$ cat config.mk
export PLATFORM = sky130hd
export DESIGN_NAME = pcie_rp_bringup_seq
export DESIGN_NICKNAME = d
export VERILOG_FILES = /design/src/rtl/pcie_bringup_pkg.sv /design/src/rtl/bringup_timer.sv /design/src/rtl/bringup_fsm.sv /design/src/rtl/bringup_outdec.sv /design/src/rtl/pcie_rp_bringup_seq.sv
export SDC_FILE = /design/constraint.sdc
export NUM_CORES = 1
export LEC_CHECK = 0
export BUFFER_PORTS_ARGS = -buffer_cell sky130_fd_sc_hd__buf_2
export CORE_AREA = 2 2 83 85
export DETAILED_ROUTE_END_ITERATION = 16
export DIE_AREA = 0 0 85 87
export PLACE_DENSITY = 0.48
export RECOVER_POWER = 100
export SLEW_MARGIN = 20
export SYNTH_ARGS = -nofsm -noshare
export SYNTH_HDL_FRONTEND = slang
export SYNTH_SLANG_ARGS = --single-unit
$ cat constraint.sdc
create_clock -name clk -period 5.1 [get_ports clk]
set_input_delay 0.51 -clock clk [delete_from_list [all_inputs] [get_ports clk]]
set_output_delay 0.51 -clock clk [all_outputs]
set_load 0.005 [all_outputs]
$ cat src/rtl/pcie_bringup_pkg.sv
package pcie_bringup_pkg;
   localparam int ST_W = 4;
   typedef enum logic [ST_W-1:0] {
      ST_IDLE       = 4'd0,
      ST_SET_RC     = 4'd1,
      ST_PWR_REL    = 4'd2,
      ST_SRST_REL   = 4'd3,
      ST_SETTLE     = 4'd4,
      ST_PHY_INIT   = 4'd5,
      ST_PERST_ON   = 4'd6,
      ST_LINK_TRAIN = 4'd7,
      ST_POST_WAIT  = 4'd8,
      ST_READY      = 4'd9,
      ST_ERROR      = 4'd10
   } seq_state_e;
endpackage

$ cat src/rtl/bringup_timer.sv
// Cycles-in-state counter: cleared on each state change, saturates at all ones.
module bringup_timer #(
   parameter int CNT_W = 8
) (
   input  logic             clk,
   input  logic             rst_n,
   input  logic             clr_i,
   output logic [CNT_W-1:0] cnt_o
);
   always_ff @(posedge clk or negedge rst_n) begin
      if (!rst_n)              cnt_o <= '0;
      else if (clr_i)          cnt_o <= '0;
      else if (cnt_o != '1)    cnt_o <= cnt_o + CNT_W'(1);
   end
endmodule

$ cat src/rtl/bringup_fsm.sv
module bringup_fsm
   import pcie_bringup_pkg::*;
#(
   parameter bit HAS_PWRDN  = 1'b1,
   parameter bit HAS_PERST  = 1'b1,
   parameter int CNT_W      = 8,
   parameter int SETTLE_CYC = 4,
   parameter int PERST_CYC  = 4,
   parameter int POST_CYC   = 4,
   parameter int TMO_CYC    = 4
) (
   input  logic             clk,
   input  logic             rst_n,
   input  logic             start_i,
   input  logic             phy_done_i,
   input  logic             link_up_i,
   input  logic [CNT_W-1:0] cnt_i,
   output seq_state_e       state_o,
   output logic             tmr_clr_o
);
   localparam logic [CNT_W-1:0] SETTLE_LAST = CNT_W'(SETTLE_CYC - 1);
   localparam logic [CNT_W-1:0] PERST_LAST  = CNT_W'(PERST_CYC - 1);
   localparam logic [CNT_W-1:0] POST_LAST   = CNT_W'(POST_CYC - 1);
   localparam logic [CNT_W-1:0] TMO_LAST    = CNT_W'(TMO_CYC - 1);

   seq_state_e state_n;

   always_comb begin
      state_n = state_o;
      unique case (state_o)
         ST_IDLE:       state_n = ST_IDLE;
         ST_SET_RC:     state_n = HAS_PWRDN ? ST_PWR_REL : ST_SRST_REL;
         ST_PWR_REL:    state_n = ST_SRST_REL;
         ST_SRST_REL:   state_n = ST_SETTLE;
         ST_SETTLE:     if (cnt_i == SETTLE_LAST) state_n = ST_PHY_INIT;
         ST_PHY_INIT:   if (phy_done_i) state_n = HAS_PERST ? ST_PERST_ON : ST_LINK_TRAIN;
         ST_PERST_ON:   if (cnt_i == PERST_LAST) state_n = ST_LINK_TRAIN;
         ST_LINK_TRAIN: begin
            if (link_up_i)               state_n = HAS_PERST ? ST_POST_WAIT : ST_READY;
            else if (cnt_i == TMO_LAST)  state_n = ST_ERROR;
         end
         ST_POST_WAIT:  if (cnt_i == POST_LAST) state_n = ST_READY;
         ST_READY:      state_n = ST_READY;
         ST_ERROR:      state_n = ST_ERROR;
         default:       state_n = ST_IDLE;
      endcase
      if (start_i) state_n = ST_SET_RC;
   end

   assign tmr_clr_o = (state_n != state_o);

   always_ff @(posedge clk or negedge rst_n) begin
      if (!rst_n) state_o <= ST_IDLE;
      else        state_o <= state_n;
   end
endmodule

$ cat src/rtl/bringup_outdec.sv
module bringup_outdec
   import pcie_bringup_pkg::*;
#(
   parameter bit HAS_PWRDN = 1'b1,
   parameter bit HAS_PERST = 1'b1
) (
   input  seq_state_e state_i,
   output logic       rc_mode_o,
   output logic       pwrdn_rel_o,
   output logic       srst_rel_o,
   output logic       phy_init_o,
   output logic       perst_n_o,
   output logic       ltssm_en_o,
   output logic       cfg_ready_o,
   output logic       err_o
);
   logic [ST_W-1:0] s;
   assign s = state_i;

   assign rc_mode_o   = (s != ST_IDLE);
   assign srst_rel_o  = (s >= ST_SRST_REL);
   assign phy_init_o  = (s == ST_PHY_INIT);
   assign ltssm_en_o  = (s == ST_LINK_TRAIN) || (s == ST_POST_WAIT) || (s == ST_READY);
   assign cfg_ready_o = (s == ST_READY);
   assign err_o       = (s == ST_ERROR);

   generate
      if (HAS_PWRDN) begin : g_pwrdn
         assign pwrdn_rel_o = (s >= ST_PWR_REL);
      end else begin : g_no_pwrdn
         assign pwrdn_rel_o = 1'b0;
      end
      if (HAS_PERST) begin : g_perst
         assign perst_n_o = (s != ST_PERST_ON);
      end else begin : g_no_perst
         assign perst_n_o = 1'b1;
      end
   endgenerate
endmodule

$ cat src/rtl/pcie_rp_bringup_seq.sv
module pcie_rp_bringup_seq
   import pcie_bringup_pkg::*;
#(
   parameter bit HAS_PWRDN  = 1'b1,
   parameter bit HAS_PERST  = 1'b1,
   parameter int SETTLE_CYC = 150000,
   parameter int PERST_CYC  = 12000,
   parameter int POST_CYC   = 10000000,
   parameter int TMO_CYC    = 2000000
) (
   input  logic            clk,
   input  logic            rst_n,
   input  logic            start_i,
   input  logic            phy_done_i,
   input  logic            link_up_i,
   output logic            rc_mode_o,
   output logic            pwrdn_rel_o,
   output logic            srst_rel_o,
   output logic            phy_init_o,
   output logic            perst_n_o,
   output logic            ltssm_en_o,
   output logic            cfg_ready_o,
   output logic            err_o,
   output logic [ST_W-1:0] state_o
);
   localparam int MAX_A   = (SETTLE_CYC > PERST_CYC) ? SETTLE_CYC : PERST_CYC;
   localparam int MAX_B   = (POST_CYC > TMO_CYC) ? POST_CYC : TMO_CYC;
   localparam int MAX_CYC = (MAX_A > MAX_B) ? MAX_A : MAX_B;
   localparam int CNT_W   = $clog2(MAX_CYC + 1);

   generate
      if (SETTLE_CYC < 1 || PERST_CYC < 1 || POST_CYC < 1 || TMO_CYC < 1) begin : g_bad_delay
         $error("pcie_rp_bringup_seq: every delay must be at least one cycle");
      end
   endgenerate

   seq_state_e       state_q;
   logic             tmr_clr;
   logic [CNT_W-1:0] tmr_cnt;

   bringup_timer #(.CNT_W(CNT_W)) u_timer (
      .clk   (clk),
      .rst_n (rst_n),
      .clr_i (tmr_clr),
      .cnt_o (tmr_cnt)
   );

   bringup_fsm #(
      .HAS_PWRDN  (HAS_PWRDN),
      .HAS_PERST  (HAS_PERST),
      .CNT_W      (CNT_W),
      .SETTLE_CYC (SETTLE_CYC),
      .PERST_CYC  (PERST_CYC),
      .POST_CYC   (POST_CYC),
      .TMO_CYC    (TMO_CYC)
   ) u_fsm (
      .clk        (clk),
      .rst_n      (rst_n),
      .start_i    (start_i),
      .phy_done_i (phy_done_i),
      .link_up_i  (link_up_i),
      .cnt_i      (tmr_cnt),
      .state_o    (state_q),
      .tmr_clr_o  (tmr_clr)
   );

   bringup_outdec #(.HAS_PWRDN(HAS_PWRDN), .HAS_PERST(HAS_PERST)) u_dec (
      .state_i     (state_q),
      .rc_mode_o   (rc_mode_o),
      .pwrdn_rel_o (pwrdn_rel_o),
      .srst_rel_o  (srst_rel_o),
      .phy_init_o  (phy_init_o),
      .perst_n_o   (perst_n_o),
      .ltssm_en_o  (ltssm_en_o),
      .cfg_ready_o (cfg_ready_o),
      .err_o       (err_o)
   );

   assign state_o = state_q;
endmodule

# After elaboration in Yosys (flattened, before gate mapping)
# Cells that the tools add are included.
# word_totals
memories	0
reg_bits	28
out_inout_bits	12
latch_bits	0
ram_bits	0
mem_bits_ro	0
input_bits	5
# classes
mul	0
div_mod_pow	0
mux	10
magnitude_cmp	2
shifts	0
reduce_logical	4
add_sub_neg	1
eq_ne	17
n_bitwise	0
# op_table
op	count
24-bit two-way mux	2
4-bit one-hot mux with 10 select lines	1
4-bit two-way mux	7
24-bit by 1-bit adder with 24-bit output, second input constant	1
24-bit by 14-bit equality test with 1-bit output, second input constant	1
24-bit by 18-bit equality test with 1-bit output, second input constant	1
24-bit by 21-bit equality test with 1-bit output, second input constant	1
24-bit equality test, second input constant	1
24-bit != test, second input constant	1
4-bit by 3-bit equality test with 1-bit output, second input constant	4
4-bit equality test, second input constant	3
4-bit by 2-bit equality test with 1-bit output, second input constant	2
4-bit by 2-bit greater-or-equal comparator with 1-bit output, second input constant	2
4-bit by 1-bit equality test with 1-bit output, second input constant	1
4-bit by 3-bit != test with 1-bit output, second input constant	1
4-bit != test	1
4-bit nonzero test	1
1-bit logical OR	2
2-bit nonzero test	1

# Logic depth before layout (Yosys ltp)
# logic_depth
ltp_word	7
ltp_mapped	9
ltp_nobuf	7

# Modules after synthesis
# A second synthesis with hierarchy kept.
# hier_totals
hier_cells	243
hier_area_um2	2064.5
# by_module_without_submodules
mod	cells_each	n_inst	area_per_inst_um2	seq_area_each_um2
bringup_timer	163	1	1456.4	600.6
bringup_fsm	67	1	530.5	100.1
bringup_outdec	13	1	77.6	0.0

# Worst setup path before layout
# Ideal clock, no wire load.
# synth_timing
path_type	reg-to-reg
startpoint	register u_timer.cnt_o[0]
endpoint	register u_timer.cnt_o[11]
path_stages_with_launch	10
path_slack_ps	3043
setup_time_ps	119
path_buffers	2
arrival_time_ps	1938
path_cell_list	dfrtp_1 -> ha_1 -> and4_1 -> buf_4 -> nand4_4 -> nor4_4 -> or3_4 -> o211ai_4 -> buf_6 -> nor2_2
# synth_via
elab_chain_cells	7
# synth_lines
item	line	text
start: declaration	bringup_timer.sv:8	output logic [CNT_W-1:0] cnt_o
start signal: assignment	bringup_timer.sv:13	else if (cnt_o != '1) cnt_o <= cnt_o + CNT_W'(1);
24-bit by 21-bit equality test with 1-bit output	bringup_fsm.sv:40	else if (cnt_i == TMO_LAST) state_n = ST_ERROR;
4-bit two-way mux	bringup_fsm.sv:40	
4-bit two-way mux	bringup_fsm.sv:39	if (link_up_i) state_n = HAS_PERST ? ST_POST_WAIT : ST_READY;
4-bit one-hot mux with 10 select lines	bringup_fsm.sv:30	unique case (state_o)
4-bit two-way mux	bringup_fsm.sv:47	if (start_i) state_n = ST_SET_RC;
4-bit != test	bringup_fsm.sv:50	assign tmr_clr_o = (state_n != state_o);
24-bit two-way mux / 2-bit nonzero test (equally long branches)	n/a	
# Parallel ways exist; a longest one is shown, timed or not. The select of a mux whose other input is x is not followed.
# A chain may end at the register's enable or synchronous reset.

# Final worst setup path
# layout_timing
startpoint	register u_timer.cnt_o[0]
endpoint	register u_timer.cnt_o[15]
# Same word-level chain as after synthesis.

==> results.md <==
* Status: complete, but fails checks
* Failing checks: capacitance limit, slew limit
* Synth cell types at between 40 and 50
* Skew-Pair Late Insertion Delay at 270 ps
* EDFF count, synth at 0
* Clock power share at a little under a third
* Die Area at 0.00740 mm^2
* Hold Path Class: primary input to register
* Htree depth at 1
* Die H at around 87 um
* Core area at 0.00657 mm^2
* Share of cells above drive strength 1 at around 17%
* Initial antenna violation count at 0
* Root buffer cell: clkbuf_8
* Clk sink count at 28
* Max cap viols at 1
* GPL Wtd Cong at 0.779
* Fin crit period at roughly 2800 ps
* Net Count, Synth at about 210
* FILL cells at around 720
* Final nets at 223
* DR top layer: met4
* Antenna diodes at 0
* Ys flop type: dfrtp_1
* DRT Pass-1 Iters at 4
* Clock Skews at between 3 and 4 ps
* CTS tree: yes
* CP Launch Type: register
* CTS Hold Bufs at 0
* Final core utilization at between 30 and 40%
* Drt drc at 0
* Placed instance count at 292
* Worst slew pin tran at 1600 ps
* Synth-to-Final Area Change at 5.69%
* Port buffer count at 16
* Slew Limit Fails at 29
* Num CTS Buffers at 3
* Crit path required time at approximately 5200 ps
* Power per cell area at around 230 mW/mm^2
* Synth warn at 0
* Gate power share at between 10% and 20%
* Synthesis-stage register bit count at 28
* Post-route ant nets at 0
* Top cells by area, synth: dfrtp_1 37%, nor2_2 6.5%, xor2_1 5.5%
* Die width at around 85 um
* Vias in the first global route at ~1,500
* Cell Area, Synth at 0.00191 mm^2
* Critical path peak fanout at 24
* Fmax at between 300 and 400 MHz
* Pre-CTS setup slack at roughly 2400 ps
* CTS resizes at 0
* Peak VDD IR at between 0.0001 and 0.00015 V
* GRT Overall Usage at between 10 and 15%
* Sequential power share at approximately 53%
* CP endpoint kind: register
* Static leakage at between 0.7 and 0.8 nW
* Fin. Hold Viols at 0
* Top post-synthesis cells by count: 28 x dfrtp_1, 20 x nor2_2, 15 x nand2_1
* Psw at 0.137 mW
* Synthesized area per cell at between 9 and 10 um^2
* Initial core utilization at 29.1%
* Routed metal-1 wirelength at 2.26 mm
* Via density at about 5.2
* Final setup viols at 0
* Worst setup margin at between 2000 and 2500 ps
* Count of non-filler cells in the finished layout at 296
* RSZ-0062 raised after global routing: false
* FF+latch area at 701 um^2
* Final instance area at between 0.002 and 0.0025 mm^2
* Multi-input logic area at around 0.0011 mm^2
* Hold WS at between 400 and 500 ps
* Core Rows at 30
* Routed vias at ~1,500
* Ports at 17
* Largest net degree at the start of global routing at 29
* Final worst path period share at a little under three fifths
* P_int at about 0.32 mW
* Routed WL at 4.48 mm
* Arrival time at the worst endpoint at around 3000 ps
* Routed wl met3 at between 150 and 200 um
* Cell count after synthesis at 207
* Yosys top cell area share at a little over a third
* WS Path Type: register to register
* Slew HR at -6.57%
* Met2 WL at 2.00 mm
* Area leader, netlist: dfrtp_1
* Post-CTS Setup Bufs at 0
* CTS max path bufs at 2
* Worst-path clk slew at approximately 100 ps
* Top-count cell post-synth: dfrtp_1
* Async SR Flop Fraction at between 90% and 100%
* Post-synthesis sequential area ratio at between 30% and 40%
* First-pass GRT wire length at between 7 and 8 mm
* Routed WL per cell at roughly 15 um
* Placed Area at 0.00202 mm^2
* Total power at 0.462 mW
* HPWL Detailed at ~3.2 mm
* Sw Ratio at 29.7%
* Grt ovf at 0
* Sum Neg Setup Slack at 0 ps
* First DRT Iteration DRCs at between 100 and 150
routing by layer:
layer,global-route usage [%],vias up
met4,3.90,0
met1,18.3,751
li1,-,759
met5,0,-
met2,19.7,28
met3,1.42,4
layout by cell type, fill, tap and decap left out, types with 4 or more instances in the layout:
cell type  synthesis  routed
nor2_2            20      16
xnor2_1            9       9
inv_1              6       6
nand3_1           11      11
clkbuf_8           0       4
nand2b_1           4       4
nor2_1            12      16
nor3_1             7       7
nor4_1             5       6
xor2_1            12      12
nor3b_1            4       4
clkbuf_1           2       7
a21oi_1           10      10
buf_2              5       9
nand4_1            8       9
nand2_1           15      15
dfrtp_1           28      28
o21ai_0            3       4
and3_1             4       4
and4_1             4       4
logic make-up after synthesis:
family          share of synthesized area [%]
flops                                    36.6
xor+xnor                                 9.61
mux                                     0.523
buf+inv                                  5.03
fa+ha+maj                               0.653
compound gates                           11.2
simple gates                             36.3
worst paths after layout:
check                                       from  slack [ps]                end  cells after the start
worst max register to register  u_timer.cnt_o[0]        2290  u_timer.cnt_o[15]                      7
max in group asynchronous                  rst_n        3560  u_timer.cnt_o[17]                      1
worst min-delay path                     start_i         490   u_fsm.state_o[3]                      2
worst max-delay path            u_timer.cnt_o[0]        2290  u_timer.cnt_o[15]                      7
worst min register to register  u_timer.cnt_o[1]         580   u_timer.cnt_o[1]                      2
min in group asynchronous                  rst_n         620   u_timer.cnt_o[7]                      1
power by group through the flow:
stage               logic [mW]  clock network (mW)  registers (mW)
floorplan               0.0696                   0           0.241
global placement        0.0829                   0           0.249
detailed placement      0.0829                   0           0.249
CTS                     0.0833               0.147           0.245
global route            0.0876               0.156           0.247
finish                  0.0770               0.140           0.245
final cells by class:
| cell class | instances | share of cell area (%) |
|---|---|---|
| Clock buffer | 4 | 2.72 |
| Timing Repair Buffer | 16 | 3.53 |
| Tap cell | 80 | 4.95 |
| Inverter | 6 | 1.11 |
| Sequential cell | 28 | 34.6 |
| Multi-Input combinational cell | 162 | 53.1 |
worst max-delay path, cell delays in order, from the launching register on:
cell	delay [ps]
dfrtp_1	410
ha_1	200
and4_1	380
nand4_1	220
o21bai_1	320
o21ai_0	210
o211ai_4	790
nor2_1	120
registers in the layout (all words and copies together), names as in the netlist:
name	count
u_timer.cnt_o	24
u_fsm.state_o	4
Note: power is estimated with default switching activity, not from simulation.
